==> src/rtl/psw_pkg.sv <==
package psw_pkg;
   localparam int CCR_W   = 6;
   localparam int SCR_W   = 3;
   localparam int SCR_LSB = 8;
   localparam int ILM_LSB = 16;
   localparam int SEL_BIT = 5;

   typedef enum logic [2:0] {
      DR_TBL    = 3'd0,
      DR_RET    = 3'd1,
      DR_SYS_SP = 3'd2,
      DR_USR_SP = 3'd3,
      DR_MUL_HI = 3'd4,
      DR_MUL_LO = 3'd5,
      DR_NONE6  = 3'd6,
      DR_NONE7  = 3'd7
   } dr_sel_e;
endpackage

==> src/rtl/psw_fields.sv <==
module psw_fields
   import psw_pkg::*;
#(
   parameter int DATA_W  = 32,
   parameter int ILM_W   = 5,
   parameter int ILM_RST = 15
) (
   input  logic                    clk,
   input  logic                    rst_n,
   input  logic                    ps_we,
   input  logic [DATA_W-1:0]       ps_wdata,
   input  logic                    ccr_we,
   input  logic [7:0]              ccr_wdata,
   input  logic                    scr_we,
   input  logic [7:0]              scr_wdata,
   input  logic                    ilm_we,
   input  logic [7:0]              ilm_wdata,
   output logic [CCR_W-1:0]        ccr_q,
   output logic [SCR_W-1:0]        scr_q,
   output logic [ILM_W-1:0]        ilm_q,
   output logic                    sel_q,
   output logic                    sel_d
);
   localparam logic [ILM_W-1:0] ILM_RST_V = ILM_W'(ILM_RST);

   logic [CCR_W-1:0] ccr_d;
   logic [SCR_W-1:0] scr_d;
   logic [ILM_W-1:0] ilm_req;
   logic [ILM_W-1:0] ilm_d;
   logic             ilm_wr;

   // mask may not drop from the upper half into the lower half
   function automatic logic [ILM_W-1:0] clamp_ilm(input logic [ILM_W-1:0] cur,
                                                  input logic [ILM_W-1:0] req);
      logic [ILM_W-1:0] r;
      r = req;
      if (cur[ILM_W-1] && !req[ILM_W-1]) r[ILM_W-1] = 1'b1;
      return r;
   endfunction

   always_comb begin
      ccr_d   = ccr_q;
      scr_d   = scr_q;
      ilm_req = ilm_q;
      ilm_wr  = 1'b0;
      if (ps_we) begin
         ccr_d   = ps_wdata[CCR_W-1:0];
         scr_d   = ps_wdata[SCR_LSB +: SCR_W];
         ilm_req = ps_wdata[ILM_LSB +: ILM_W];
         ilm_wr  = 1'b1;
      end else begin
         if (ccr_we) ccr_d = ccr_wdata[CCR_W-1:0];
         if (scr_we) scr_d = scr_wdata[SCR_W-1:0];
         if (ilm_we) begin
            ilm_req = ilm_wdata[ILM_W-1:0];
            ilm_wr  = 1'b1;
         end
      end
      ilm_d = ilm_wr ? clamp_ilm(ilm_q, ilm_req) : ilm_q;
   end

   always_ff @(posedge clk or negedge rst_n) begin
      if (!rst_n) begin
         ccr_q <= '0;
         scr_q <= '0;
         ilm_q <= ILM_RST_V;
      end else begin
         ccr_q <= ccr_d;
         scr_q <= scr_d;
         ilm_q <= ilm_d;
      end
   end

   assign sel_q = ccr_q[SEL_BIT];
   assign sel_d = ccr_d[SEL_BIT];
endmodule

==> src/rtl/sp_bank.sv <==
module sp_bank #(
   parameter int DATA_W = 32
) (
   input  logic              clk,
   input  logic              rst_n,
   input  logic              sel_q,
   input  logic              sel_d,
   input  logic              sp_we,
   input  logic [DATA_W-1:0] sp_wdata,
   input  logic              sys_we,
   input  logic              usr_we,
   input  logic [DATA_W-1:0] bank_wdata,
   output logic [DATA_W-1:0] sp_q,
   output logic [DATA_W-1:0] sys_q,
   output logic [DATA_W-1:0] usr_q,
   output logic [DATA_W-1:0] sys_view,
   output logic [DATA_W-1:0] usr_view
);
   logic [DATA_W-1:0] sp_d, sys_d, usr_d;
   logic              swap;

   assign swap = sel_q ^ sel_d;

   always_comb begin
      sp_d  = sp_q;
      sys_d = sys_q;
      usr_d = usr_q;
      if (swap) begin
         if (sel_d) begin
            sys_d = sp_q;
            sp_d  = usr_q;
         end else begin
            usr_d = sp_q;
            sp_d  = sys_q;
         end
      end else begin
         if (sys_we) begin
            if (sel_q) sys_d = bank_wdata;
            else       sp_d  = bank_wdata;
         end
         if (usr_we) begin
            if (sel_q) sp_d  = bank_wdata;
            else       usr_d = bank_wdata;
         end
         if (sp_we) sp_d = sp_wdata;
      end
   end

   always_ff @(posedge clk or negedge rst_n) begin
      if (!rst_n) begin
         sp_q  <= '0;
         sys_q <= '0;
         usr_q <= '0;
      end else begin
         sp_q  <= sp_d;
         sys_q <= sys_d;
         usr_q <= usr_d;
      end
   end

   assign sys_view = sel_q ? sys_q : sp_q;
   assign usr_view = sel_q ? sp_q  : usr_q;
endmodule

==> src/rtl/plain_regs.sv <==
module plain_regs #(
   parameter int DATA_W = 32,
   parameter int NREG   = 4
) (
   input  logic              clk,
   input  logic              rst_n,
   input  logic [NREG-1:0]   we,
   input  logic [DATA_W-1:0] wdata,
   output logic [DATA_W-1:0] q [NREG]
);
   for (genvar i = 0; i < NREG; i++) begin : g_reg
      always_ff @(posedge clk or negedge rst_n) begin
         if (!rst_n)     q[i] <= '0;
         else if (we[i]) q[i] <= wdata;
      end
   end
endmodule

==> src/rtl/psw_stack_bank.sv <==
module psw_stack_bank
   import psw_pkg::*;
#(
   parameter int DATA_W  = 32,
   parameter int ILM_W   = 5,
   parameter int ILM_RST = 15
) (
   input  logic              clk,
   input  logic              rst_n,
   input  logic              ps_we,
   input  logic [DATA_W-1:0] ps_wdata,
   output logic [DATA_W-1:0] ps_rdata,
   input  logic              ccr_we,
   input  logic [7:0]        ccr_wdata,
   output logic [7:0]        ccr_rdata,
   input  logic              scr_we,
   input  logic [7:0]        scr_wdata,
   output logic [7:0]        scr_rdata,
   input  logic              ilm_we,
   input  logic [7:0]        ilm_wdata,
   output logic [7:0]        ilm_rdata,
   input  logic              dr_we,
   input  logic [2:0]        dr_sel,
   input  logic [DATA_W-1:0] dr_wdata,
   output logic [DATA_W-1:0] dr_rdata,
   input  logic              sp_we,
   input  logic [DATA_W-1:0] sp_wdata,
   output logic [DATA_W-1:0] sp_out
);
   localparam int NPLAIN = 4;

   if (ILM_W < 2 || ILM_W > 8) begin : g_bad_ilm_w
      $error("ILM_W must lie in 2..8");
   end
   if (ILM_RST < 0 || ILM_RST >= (1 << ILM_W)) begin : g_bad_ilm_rst
      $error("ILM_RST does not fit ILM_W");
   end
   if (DATA_W < ILM_LSB + ILM_W) begin : g_bad_data_w
      $error("DATA_W too narrow for the status word");
   end

   dr_sel_e            sel_e;
   logic [CCR_W-1:0]   ccr_q;
   logic [SCR_W-1:0]   scr_q;
   logic [ILM_W-1:0]   ilm_q;
   logic               sel_q, sel_d;
   logic [DATA_W-1:0]  sp_q, sys_q, usr_q, sys_view, usr_view;
   logic [NPLAIN-1:0]  plain_we;
   logic [DATA_W-1:0]  plain_q [NPLAIN];

   assign sel_e = dr_sel_e'(dr_sel);

   psw_fields #(.DATA_W(DATA_W), .ILM_W(ILM_W), .ILM_RST(ILM_RST)) u_fields (
      .clk(clk), .rst_n(rst_n),
      .ps_we(ps_we), .ps_wdata(ps_wdata),
      .ccr_we(ccr_we), .ccr_wdata(ccr_wdata),
      .scr_we(scr_we), .scr_wdata(scr_wdata),
      .ilm_we(ilm_we), .ilm_wdata(ilm_wdata),
      .ccr_q(ccr_q), .scr_q(scr_q), .ilm_q(ilm_q),
      .sel_q(sel_q), .sel_d(sel_d)
   );

   sp_bank #(.DATA_W(DATA_W)) u_sp (
      .clk(clk), .rst_n(rst_n),
      .sel_q(sel_q), .sel_d(sel_d),
      .sp_we(sp_we), .sp_wdata(sp_wdata),
      .sys_we(dr_we && sel_e == DR_SYS_SP),
      .usr_we(dr_we && sel_e == DR_USR_SP),
      .bank_wdata(dr_wdata),
      .sp_q(sp_q), .sys_q(sys_q), .usr_q(usr_q),
      .sys_view(sys_view), .usr_view(usr_view)
   );

   always_comb begin
      plain_we = '0;
      if (dr_we) begin
         case (sel_e)
            DR_TBL:    plain_we[0] = 1'b1;
            DR_RET:    plain_we[1] = 1'b1;
            DR_MUL_HI: plain_we[2] = 1'b1;
            DR_MUL_LO: plain_we[3] = 1'b1;
            default:   plain_we = '0;
         endcase
      end
   end

   plain_regs #(.DATA_W(DATA_W), .NREG(NPLAIN)) u_plain (
      .clk(clk), .rst_n(rst_n),
      .we(plain_we), .wdata(dr_wdata), .q(plain_q)
   );

   always_comb begin
      case (sel_e)
         DR_TBL:    dr_rdata = plain_q[0];
         DR_RET:    dr_rdata = plain_q[1];
         DR_SYS_SP: dr_rdata = sys_view;
         DR_USR_SP: dr_rdata = usr_view;
         DR_MUL_HI: dr_rdata = plain_q[2];
         DR_MUL_LO: dr_rdata = plain_q[3];
         default:   dr_rdata = '0;
      endcase
   end

   always_comb begin
      ps_rdata = '0;
      ps_rdata[CCR_W-1:0]         = ccr_q;
      ps_rdata[SCR_LSB +: SCR_W]  = scr_q;
      ps_rdata[ILM_LSB +: ILM_W]  = ilm_q;
   end

   assign ccr_rdata = 8'(ccr_q);
   assign scr_rdata = 8'(scr_q);
   assign ilm_rdata = 8'(ilm_q);
   assign sp_out    = sp_q;
endmodule

==> config.mk <==
export PLATFORM = sky130hd
export DESIGN_NAME = psw_stack_bank
export DESIGN_NICKNAME = d
export VERILOG_FILES = /design/src/rtl/psw_pkg.sv /design/src/rtl/psw_fields.sv /design/src/rtl/sp_bank.sv /design/src/rtl/plain_regs.sv /design/src/rtl/psw_stack_bank.sv
export SDC_FILE = /design/constraint.sdc
export NUM_CORES = 1
export LEC_CHECK = 0
export ABC_AREA = 1
export BUFFER_PORTS_ARGS = -buffer_cell sky130_fd_sc_hd__buf_4
export CAP_MARGIN = 20
export CORE_ASPECT_RATIO = 0.75
export CORE_MARGIN = 2
export CORE_UTILIZATION = 45
export DETAILED_ROUTE_END_ITERATION = 10
export GPL_ROUTABILITY_DRIVEN = 1
export PLACE_DENSITY = 0.7
export SLEW_MARGIN = 20
export SYNTH_ARGS = -nofsm -noshare
export SYNTH_HDL_FRONTEND = slang
export SYNTH_SLANG_ARGS = --single-unit
==> constraint.sdc <==
create_clock -name clk -period 2.5 [get_ports clk]
set_clock_uncertainty 0.05 [all_clocks]
set_input_delay 0.5 -clock clk [delete_from_list [all_inputs] [get_ports clk]]
set_output_delay 0.5 -clock clk [all_outputs]
set_load 0.01 [all_outputs]
==> results.env, run 1 <==
TIMING.FINAL.HOLD_VIOLATIONS=0
CRIT_FAMILY='buffers and inverters'
DETAILED_PLACE_HPWL_MM=28.7
POST-ROUTE-WORST-SETUP-SLACK_NS=-0.277
INSERTEDDIODECOUNT=0
REGTOREGSTARTPOINT='u_fields.ccr_q[5]$_DFF_PN0_'
GROUTE.LAYER.MET2.USAGE_PCT=41.8
SYNTHESIS.YOSYS.WARNINGS=0
NUM-FILL-CELLS=2448
FINAL_CELL_MIX='nand2_1 (644), o21ai_0 (257), buf_4 (234), dfrtp_1 (233), inv_1 (136)'
DRTANTENNAVIOLNETS=0
SYNTHDISTINCTLIBCELLS=29
SYNTH.FF_LATCH_COUNT=238
CRITICAL-PATH-MAX-STAGE-DELAY_NS=0.54
CRITICAL_PATH.STARTPOINT='u_fields.ccr_q[5]$_DFF_PN0_'
PLACEMENT_ROW_COUNT=54
GRT_UTIL_MET1_PCT=43.6
GP_ROUTABILITY_CONGESTION=0.877
CLKTRANSATPATHREGS_NS=0.06
ROOT_BUFFER='clkbuf_16'
WORSTREGTOREGCELLS=10
MAX-CLOCK-PATH-BUFFERS=3
DIEAREA_UM2=30800
IOPINCOUNT=251
TIMING.HOLD.WS_NS=0.116
MOSTFREQUENTLAYOUTCELL='nand2_1'
VIA_COUNT=13800
FINAL_LAYOUT_SIZE_SUFFIX_GT1_SHARE_PCT=24.1
PIN_COUNT_OF_THE_BIGGEST_NET_ENTERING_GLOBAL_ROUTING=66
PLACED_INSTANCES=2362
ACHIEVABLE-FREQUENCY_MHz=360
CORE_AREA_UM2=29000
SYNTH_AREA_PER_CELL_UM2=7.16
SYNTHTOLAYOUTAREAGROWTH_PCT=34.2
DRT-WIRELENGTH-PER-CELL_UM=19.2
DRT-INITIAL-DRC-COUNT=1755
CP_NUM_BUF_INV=3
VDD_IR_DROP_MAX_V=0.000608
END_KIND='primary output'
FINAL.PERIOD_UTILIZATION_PCT=111
DRT-PASS1-ITER-COUNT=6
GRT_REMAINING_OVERFLOW=0
ROUTED_WIRE_LENGTH_MM=47.1
POWER-PER-CELL-AREA_nW_PER_UM2=821
DRT_DRC_VIOLATIONS_LEFT=0
TIMING.CRITICAL_PATH.SLOWEST_STAGE_CELL='dfrtp_4'
TRITONCTS.NUM_BUFFERS=25
OUTCOME='complete, but fails checks'
MAX-SLEW-MARGIN-REL_PCT=50.2
SYN-INSTANCE-COUNT=1849
SETUP_VIOL_COUNT_FINAL=32
CP-START-KIND='flip-flop'
FLOORPLAN.INITIALDENSITY_PCT=45.6
WORST-SETUP-PATH-TYPE='flip-flop to primary output'
MULTI_INPUT_COMB_AREA_UM2=6790
MAX-CAP-VIOLATIONS=0
CRITPATHARRIVALTIME_NS=2.23
FF_LATCH_AREA_UM2=5960
FINAL_CORE_UTIL_PCT=61.3
FLOORPLAN.DIE.HEIGHT_UM=152
CP-ENDPOINT='dr_rdata[16]'
UNREPAIRED_SETUP_ENDPOINTS_AFTER_GLOBAL_ROUTING='true'
WORST-PATH-STAGES=9
DETAILEDPLACE.WORSTSLACK_NS=0.141
CTS.SINKS=238
MOST_USED_ROUTING_LAYER_IN_GLOBAL_ROUTING='met1'
CRIT_REQUIRED_NS=1.95
MAXSLEWVIOLCOUNT=0
FF2FF_SETUP_SLACK_NS=0.09
TIMING_WORST_SLEW_PIN_VALUE_NS=0.748
CP_CELL_SEQUENCE='buf_4 -> clkbuf_16 -> nand2_2 -> o21ai_1 -> nand2_1 -> o21ai_1 -> a21oi_1 -> nand4_1 -> buf_4'
FIRST_GLOBAL_VIAS=12500
LAYOUTNONFILLERINSTCOUNT=2453
NUMBER_OF_ANTENNA_VIOLATIONS_AT_THE_FIRST_CHECK_IN_GLOBAL_ROUTING=1
CRITPATHMAXFANOUT=6
REGTOREGENDPOINT='u_sp.sys_q[5]$_DFFE_PN0P_'
PROPORTION_OF_SYNTHESIZED_CHIP_AREA_IN_SEQUENTIAL_CELLS_PCT=45.1
MAPPEDNETLISTAREA_UM2=13200
TRITONCTS='done'
POWER.LEAKAGE_nW=8.94
CLK-INSERTION-DELAY-LATE_NS=0.54
FIRST_PASS_GRT_WIRE_LENGTH_MM=70.9
FAILED_CHECKS='setup timing'
PORT-BUFFER-COUNT=194
HOLDCRITPATHCLASS='input port to flip-flop'
HTREE_LEVELS=1
NNETSFINAL=2178
LAYOUT_MIN_CYCLE_TIME_NS=2.78
DIE_X_UM=202
GROUTE.USAGE.OVERALL_PCT=29.1
GRT_USE_MET3_PCT=6.78
AVGVIACOUNTPERCELL=5.63
timing repair:
action / in CTS / in global routing
resized for setup: 166 / 115
endpoints found under the setup margin: 31 / 95
cloned: 10 / 5
pin swaps: 45 / 58
buffers inserted: 21 / 17
hold endpoints to repair: 55 / 0
hold buffers: 1 / 0
synth_stat cells:
library cell / instances / area share, %
conb_1: 1 / 0.028
ha_1: 4 / 0.38
nor3_1: 1 / 0.038
a211oi_1: 13 / 0.74
o211ai_1: 1 / 0.057
buf_4: 44 / 2.5
nand3_1: 103 / 3.9
buf_1: 13 / 0.37
o21ai_1: 4 / 0.15
nand2_1: 683 / 19
nor2_2: 2 / 0.095
nand4_1: 42 / 2.0
a21oi_2: 1 / 0.066
a22o_1: 20 / 1.3
a21oi_1: 62 / 2.3
nor2_1: 31 / 0.88
nor3_4: 1 / 0.12
o21ai_0: 303 / 11
nand3b_1: 1 / 0.057
clkbuf_2: 2 / 0.076
inv_2: 1 / 0.028
buf_2: 39 / 1.5
dfrtp_1: 234 / 44
clkinv_1: 2 / 0.057
clkbuf_1: 72 / 2.0
or2_2: 2 / 0.095
a22oi_1: 24 / 1.4
dfstp_2: 4 / 0.79
inv_1: 139 / 3.9
state kept, by name, summed over array words and instances, names as in the netlist:
signal          flops
u_sp.sp_q          32
u_plain.q         128
u_fields.ccr_q      6
u_sp.usr_q         32
u_fields.ilm_q      5
u_sp.sys_q         32
u_fields.scr_q      3
how the worst min path moves through the flow:
stage,end,slack [ns],from,cells after the start
after global placement,u_plain.q[112]$_DFFE_PN0P_,0.42,u_plain.q[112]$_DFFE_PN0P_,2
final,u_fields.ccr_q[0]$_DFFE_PN0P_,0.12,ccr_wdata[0],3
after detailed placement,u_plain.q[92]$_DFFE_PN0P_,0.42,u_plain.q[92]$_DFFE_PN0P_,2
after global routing,u_fields.ccr_q[0]$_DFFE_PN0P_,0.13,ccr_wdata[0],3
after floorplan,u_fields.ccr_q[0]$_DFFE_PN0P_,0.15,rst_n,0
after CTS,u_fields.ccr_q[0]$_DFFE_PN0P_,0.10,ccr_wdata[0],3
logic make-up (layout without fill, tap and decap cells):
group	Yosys count	after routing	synth area share, %
compound gates	428	428	17.5
simple gates	866	866	26.5
other cells	1	28	0.0283
fa+ha+maj	4	4	0.378
buf+inv	312	497	10.5
flops	238	238	45.1
power breakdown:
part	total [mW]	internal [mW]	switching, mW
Clock	3.99	2.40	1.59
Combinational	4.92	2.03	2.89
Sequential	5.67	4.88	0.784
Total	14.6	9.31	5.27
metal layers:
| layer | vias to the layer above | part of all wire [%] |
|---|---|---|
| met5 | - | 0.028 |
| met4 | 2 | 3.3 |
| met3 | 144 | 12 |
| met2 | 800 | 43 |
| met1 | 6513 | 42 |
| li1 | 6345 | - |
metrics by stage:
step           total power, mW  cell area, um2  setup TNS (ns)
4_1_cts                   14.1           17200           -5.73
5_1_grt                   15.4           17800           -7.00
2_1_floorplan             7.91           13400               0
3_5_place_dp              9.54           15300               0
3_3_place_gp              9.40           15300               0
6_report                  14.6           17800           -5.29
final cells by class:
cell class              instances  area share [%]
inverters                     142            3.07
clock inverters                 6           0.676
repair buffers                310            17.4
well taps                     392            2.76
multi-input cells            1326            38.2
clock buffers                  39            4.27
flip-flops and latches        238            33.6
worst reg2reg max path, stage by stage, from the launching register on:
cell     delay (ns)
dfrtp_4        0.50
buf_6          0.15
inv_12         0.05
buf_8          0.15
buf_4          0.15
buf_4          0.15
ha_4           0.33
buf_4          0.32
o21ai_0        0.21
nand2_1        0.11
o21ai_0        0.11
Note: power is estimated with default switching activity, not from simulation.
==> run 2: changes to the inputs <==
CORE_UTILIZATION = 39   (was 45)
PLACE_DENSITY = unset   (was 0.7)
==> results.env, run 2 (same netlist as run 1, synthesis figures left out) <==
TIMING_WORST_SLEW_PIN_VALUE_NS=0.578  # -0.170 ns
CRIT_REQUIRED_NS=1.95  # about the same
ACHIEVABLE-FREQUENCY_MHz=366  # +1.5%
FINAL.PERIOD_UTILIZATION_PCT=109  # -1.7 points
CRITPATHARRIVALTIME_NS=2.19  # -0.04 ns
SYNTHTOLAYOUTAREAGROWTH_PCT=32.5
CLK-INSERTION-DELAY-LATE_NS=0.53  # about the same
FIRST_PASS_GRT_WIRE_LENGTH_MM=70.6  # -0.44%
TIMING.FINAL.HOLD_VIOLATIONS=0  # unchanged
FAILED_CHECKS='setup timing'
END_KIND='primary output'
REGTOREGSTARTPOINT='u_fields.ccr_q[5]$_DFF_PN0_'
FLOORPLAN.INITIALDENSITY_PCT=39.5  # -6.1 points
OUTCOME='complete, but fails checks'
CORE_AREA_UM2=33500  # +15%
UNREPAIRED_SETUP_ENDPOINTS_AFTER_GLOBAL_ROUTING='true'
DETAILED_PLACE_HPWL_MM=29.9  # +4.2%
TRITONCTS='done'
PLACED_INSTANCES=2420  # +2.5%
GROUTE.USAGE.OVERALL_PCT=25.5  # -3.6 points
TRITONCTS.NUM_BUFFERS=26  # +4.0%
FINAL_CELL_MIX='nand2_1 (651), o21ai_0 (251), buf_4 (233), dfrtp_1 (233), inv_1 (136)'
MAX-CAP-VIOLATIONS=0  # unchanged
LAYOUT_MIN_CYCLE_TIME_NS=2.74  # -0.0420 ns
MAX-SLEW-MARGIN-REL_PCT=61.5  # +11 points
NUM-FILL-CELLS=3156  # +29%
VIA_COUNT=13500  # -2.2%
DIE_X_UM=217  # +7.3%
PIN_COUNT_OF_THE_BIGGEST_NET_ENTERING_GLOBAL_ROUTING=63  # -4.5%
LARGEST_REG_FLOPS=128  # unchanged
HTREE_LEVELS=1  # unchanged
AVGVIACOUNTPERCELL=5.38  # -4.4%
FINAL_LAYOUT_SIZE_SUFFIX_GT1_SHARE_PCT=23.3  # -0.79 points
SW_FRAC_OF_TOTAL_PCT=35.3  # -0.80 points
REPORT.POWER.TOTAL_mW=14.6  # about the same
DRT_DRC_VIOLATIONS_LEFT=0  # unchanged
MAXSLEWVIOLCOUNT=0  # unchanged
P_CLK_SHARE_PCT=28.7  # +1.3 points
CTS.SINKS=238  # unchanged
SEQ_POWER_SHARE_PCT=38.6  # -0.3 points
TNS_NS=-4.09  # +1.20 ns
INTPOWER_mW=9.42  # +1.2%
MOSTFREQUENTLAYOUTCELL='nand2_1'
FIRST_GLOBAL_VIAS=12300  # -1.5%
SETUP_VIOL_COUNT_FINAL=32  # unchanged
CRITPATHMAXFANOUT=8  # +2
FF2FF_SETUP_SLACK_NS=0.04  # -0.05 ns
CP-START-KIND='flip-flop'
REGTOREGENDPOINT='u_sp.usr_q[4]$_DFFE_PN0P_'
WORSTREGTOREGCELLS=11  # +1
POWER-PER-CELL-AREA_nW_PER_UM2=832  # +1.3%
DETAILEDPLACE.WORSTSLACK_NS=0.0903  # -0.0508 ns
CRITICAL_PATH.STARTPOINT='u_fields.ccr_q[5]$_DFF_PN0_'
VDD_IR_DROP_MAX_V=0.000351  # -42%
DRTANTENNAVIOLNETS=0  # unchanged
POST-ROUTE-WORST-SETUP-SLACK_NS=-0.235  # +0.0420 ns
DRT-PASS1-ITER-COUNT=5  # -1
PLACEMENT_ROW_COUNT=58  # +7.4%
INSERTEDDIODECOUNT=0  # unchanged
NNETSFINAL=2174  # -0.18%
POWER_FRAC_COMB_PCT=32.7  # -1.1 points
FLOORPLAN.DIE.HEIGHT_UM=164  # +7.2%
GRT_REMAINING_OVERFLOW=0  # unchanged
FINAL_CORE_UTIL_PCT=52.4  # -8.9 points
ROOT_BUFFER='clkbuf_16'
HOLDCRITPATHCLASS='input port to flip-flop'
DRT-INITIAL-DRC-COUNT=1381  # -21%
PORT-BUFFER-COUNT=194  # unchanged
CP-ENDPOINT='dr_rdata[22]'
DIEAREA_UM2=35400  # +15%
IOPINCOUNT=251  # unchanged
P_SW_mW=5.15  # -2.2%
DRT-WIRELENGTH-PER-CELL_UM=19.0  # -1.3%
WORST-SETUP-PATH-TYPE='flip-flop to primary output'
TOP_REGISTER='u_plain.q'
LAYOUTNONFILLERINSTCOUNT=2508  # +2.2%
MIN-DELAY-START='ps_wdata[19]'
ROUTED_WIRE_LENGTH_MM=47.5  # +0.87%
CLKTRANSATPATHREGS_NS=0.06  # about the same
NUMBER_OF_ANTENNA_VIOLATIONS_AT_THE_FIRST_CHECK_IN_GLOBAL_ROUTING=0  # -1
GP_ROUTABILITY_CONGESTION=0.825  # -5.9%
POWER.LEAKAGE_nW=8.87  # -0.86%
MAX-CLOCK-PATH-BUFFERS=3  # unchanged
run 2: changes by cell type in the layout (fill, tap and decap cells not counted), moves of 5 or more:
cell	before	now
a211oi_1	0	6
a21oi_4	8	3
buf_16	7	0
clkbuf_1	6	1
clkbuf_16	30	35
clkinv_2	2	7
nand2_1	644	651
nor2_4	15	9
o21ai_0	257	251
o21ai_1	21	33
o21ai_4	5	0
run 2: stage by stage:
step	hold slack, ns	cell area, um2
5_1_grt	0.128	17500
3_5_place_dp	0.423	15400
4_1_cts	0.116	16800
2_1_floorplan	0.154	13400
6_report	0.130	17500
3_3_place_gp	0.415	15400
run 2: worst min-delay path by stage:
stage / endpoint / slack [ns] / cells past startpoint
after floorplan: u_fields.ccr_q[0]$_DFFE_PN0P_ / 0.15 / 0
after global placement: u_plain.q[126]$_DFFE_PN0P_ / 0.42 / 2
after detailed placement: u_plain.q[13]$_DFFE_PN0P_ / 0.42 / 2
after CTS: u_fields.ilm_q[3]$_DFFE_PN1P_ / 0.12 / 3
after global routing: u_fields.ccr_q[0]$_DFFE_PN0P_ / 0.13 / 3
final: u_fields.ilm_q[3]$_DFFE_PN1P_ / 0.13 / 3
run 2: repair_timing:
item | in CTS | in global routing
resized for setup | 105 | 141
endpoints found under the hold margin | 53 | 0
hold buffers | 1 | 0
endpoints found under the setup margin | 31 | 107
pin swaps | 19 | 40
cloned | 2 | 9
setup buffers | 18 | 18
run 2: power by group through the flow:
stage | Combinational [mW] | Clock (mW) | Sequential (mW)
floorplan | 2.40 | 0 | 5.51
global placement | 3.91 | 0 | 5.57
detailed placement | 3.99 | 0 | 5.59
CTS | 4.28 | 4.24 | 5.56
global route | 5.29 | 4.42 | 5.75
finish | 4.77 | 4.18 | 5.62
run 2: cell type report:
type	instances	area (um2)	share of cell area (%)
Multi-Input combinational cell	1326	6580	37.5
Sequential cell	238	5960	34.0
Timing Repair Buffer	305	2940	16.8
Clock buffer	34	762	4.35
Tap cell	450	563	3.21
Inverter	142	541	3.08
Clock inverter	13	171	0.978
run 2: routing by layer:
metal / vias to the layer above / share of wire, % / track usage, %
met3: 81 / 8.9 / 4.79
met1: 6412 / 45 / 37.4
met5: - / 0 / 0
met4: 0 / 2.7 / 8.19
li1: 6339 / - / -
met2: 665 / 43 / 37.8
run 2: critical path: stages (launching register included):
cell and delay (ns):
dfrtp_4 0.49, buf_8 0.15, buf_12 0.14, buf_8 0.14
nor2_4 0.11, a211oi_2 0.05, a21oi_2 0.21, nand3_2 0.19
buf_6 0.16
==> run 3: changes to the inputs <==
clock period = 2.43 ns   (was 2.5 ns; I/O delays follow)
==> results.env, run 3 (same netlist as run 1, synthesis figures left out) <==
MAX-CAP-VIOLATIONS=0  # unchanged
TRITONCTS='done'
END_KIND='primary output'
PORT-BUFFER-COUNT=194  # unchanged
TIMING.FINAL.HOLD_VIOLATIONS=0  # unchanged
POWER-PER-CELL-AREA_nW_PER_UM2=847  # +1.8%
FAILED_CHECKS='setup timing'
TRITONCTS.NUM_BUFFERS=26  # unchanged
CRITPATHMAXFANOUT=8  # unchanged
CP_CELL_SEQUENCE='buf_12 -> clkbuf_16 -> o21ai_0 -> a22oi_2 -> nand4_1 -> buf_4'
CORE_AREA_UM2=33500  # unchanged
VIA_COUNT=13100  # -3.1%
FIRST_GLOBAL_VIAS=11800  # -4.2%
IOPINCOUNT=251  # unchanged
FIRST_PASS_GRT_WIRE_LENGTH_MM=68.3  # -3.2%
PIN_COUNT_OF_THE_BIGGEST_NET_ENTERING_GLOBAL_ROUTING=65  # +3.2%
NNETSFINAL=2155  # -0.87%
DETAILED_PLACE_HPWL_MM=30.1  # +0.67%
DRT-WIRELENGTH-PER-CELL_UM=18.3  # -3.5%
ROUTED_WIRE_LENGTH_MM=45.6  # -4.2%
CRIT_REQUIRED_NS=1.89  # -0.06 ns
FLOORPLAN.DIE.HEIGHT_UM=164  # unchanged
LARGEST_REG_FLOPS=128  # unchanged
OUTCOME='complete, but fails checks'
MAXSLEWVIOLCOUNT=0  # unchanged
TIMING.HOLD.WS_NS=0.103  # -0.0274 ns
CTS.SINKS=238  # unchanged
FLOORPLAN.INITIALDENSITY_PCT=39.5  # unchanged
FINAL.PERIOD_UTILIZATION_PCT=114
DRT-PASS1-ITER-COUNT=5  # unchanged
MOSTFREQUENTLAYOUTCELL='nand2_1'
CRITPATHARRIVALTIME_NS=2.23  # +0.04 ns
CLK-INSERTION-DELAY-LATE_NS=0.54  # about the same
TNS_NS=-7.53  # -3.44 ns
DIE_X_UM=217  # unchanged
WORST-SETUP-PATH-TYPE='flip-flop to primary output'
HOLDCRITPATHCLASS='input port to flip-flop'
ROOT_BUFFER='clkbuf_16'
HTREE_LEVELS=1  # unchanged
GRT_REMAINING_OVERFLOW=0  # unchanged
CP-START-KIND='flip-flop'
CRITICAL-PATH-MAX-STAGE-DELAY_NS=0.55  # +0.06 ns
CLKTRANSATPATHREGS_NS=0.06  # about the same
ACHIEVABLE-FREQUENCY_MHz=362
GROUTE.USAGE.OVERALL_PCT=24.5  # -0.99 points
DRT_DRC_VIOLATIONS_LEFT=0  # unchanged
POST-ROUTE-WORST-SETUP-SLACK_NS=-0.336  # -0.100 ns
TOP_REGISTER='u_plain.q'
REPORT.POWER.TOTAL_mW=14.4  # -1.4%
AVGVIACOUNTPERCELL=5.25  # -2.4%
VDD_IR_DROP_MAX_V=0.000376  # +7.1%
NUMBER_OF_ANTENNA_VIOLATIONS_AT_THE_FIRST_CHECK_IN_GLOBAL_ROUTING=1  # +1
UNREPAIRED_SETUP_ENDPOINTS_AFTER_GLOBAL_ROUTING='true'
DRT-INITIAL-DRC-COUNT=1260  # -8.8%
DIEAREA_UM2=35400  # unchanged
TIMING.CRITICAL_PATH.SLOWEST_STAGE_CELL='dfrtp_4'
PLACEMENT_ROW_COUNT=58  # unchanged
LAYOUT_MIN_CYCLE_TIME_NS=2.77
MAX-CLOCK-PATH-BUFFERS=3  # unchanged
POWER.LEAKAGE_nW=8.60  # -3.0%
FINAL_CELL_MIX='nand2_1 (654), o21ai_0 (278), buf_4 (235), dfrtp_1 (233), inv_1 (136)'
SYNTHTOLAYOUTAREAGROWTH_PCT=28.4
FINAL_LAYOUT_SIZE_SUFFIX_GT1_SHARE_PCT=20.7  # -2.6 points
SETUP_VIOL_COUNT_FINAL=32  # unchanged
DRTANTENNAVIOLNETS=0  # unchanged
GP_ROUTABILITY_CONGESTION=0.846  # +2.6%
run 3: cell types whose count changed in the layout (fill, tap and decap cells not counted), sizes merged:
cell / previous run / this run
clkinvlp: 1 / 0
buf: 296 / 279
diode: 0 / 1
clkbuf: 42 / 47
clkinv: 10 / 6
inv: 140 / 141
bufinv: 4 / 2
run 3: final timing paths:
kind | end | cells after the start | from | slack, ns
setup reg to reg | u_sp.usr_q[20]$_DFFE_PN0P_ | 9 | u_fields.ccr_q[5]$_DFF_PN0_ | 0.06
max in group asynchronous | u_sp.sp_q[17]$_DFF_PN0_ | 3 | rst_n | 1.12
setup / recovery | dr_rdata[23] | 6 | u_fields.ccr_q[5]$_DFF_PN0_ | -0.34
hold reg to reg | u_plain.q[88]$_DFFE_PN0P_ | 2 | u_plain.q[88]$_DFFE_PN0P_ | 0.43
min in group asynchronous | u_plain.q[41]$_DFFE_PN0P_ | 2 | rst_n | 0.41
hold / removal | u_fields.ccr_q[0]$_DFFE_PN0P_ | 3 | ccr_wdata[0] | 0.10
run 3: area by class of cell:
cell class	count	area, um2
Timing Repair Buffer	286	2670
Inverter	142	538
Fill cell	3186	16500
Clock inverter	7	88.8
Antenna cell	1	2.50
Multi-Input combinational cell	1326	6360
Tap cell	450	563
Sequential cell	238	5960
Clock buffer	41	798
run 3: routing by layer:
metal  wire [um]  share of wire (%)  vias to the layer above  global-route usage, %
li1            -                  -                     6291                      -
met1       21200                 46                     6161                   36.7
met2       19500                 43                      563                   36.4
met3        3800                8.3                       68                   4.43
met4        1080                2.4                        0                   6.04
met5           0                  0                        -                      0
run 3: where the power goes:
| group | switching, mW | internal, mW |
|---|---|---|
| clock | 1.65 | 2.46 |
| sequential | 0.749 | 5.02 |
| combinational | 2.67 | 1.83 |
run 3: what timing repair did:
action                                  4_1_cts  5_1_grt
buffers inserted                              0       15
cloned                                        0        8
pin swaps                                    12       34
endpoints found under the setup margin       32       32
resized for setup                            26      103
hold buffers                                  1        0
endpoints found under the hold margin        48        0
run 3: worst max-delay path, delay by kind of cell, from the launching register on:
family	cells	cell delay, ns
compound gates	2	0.34
buf+inv	3	0.52
simple gates	1	0.28
flops	1	0.55
run 3: metrics by stage:
step           std cells  util [%]  area (um2)  setup slack, ns
6_report            2491      50.8       17000           -0.336
5_1_grt             2491      50.8       17000           -0.386
4_1_cts             2467      48.9       16300           -0.342
3_5_place_dp        2418      45.9       15300           0.0716
3_3_place_gp        2418      45.9       15300           0.0495
2_1_floorplan       1876         -       13400           0.0199
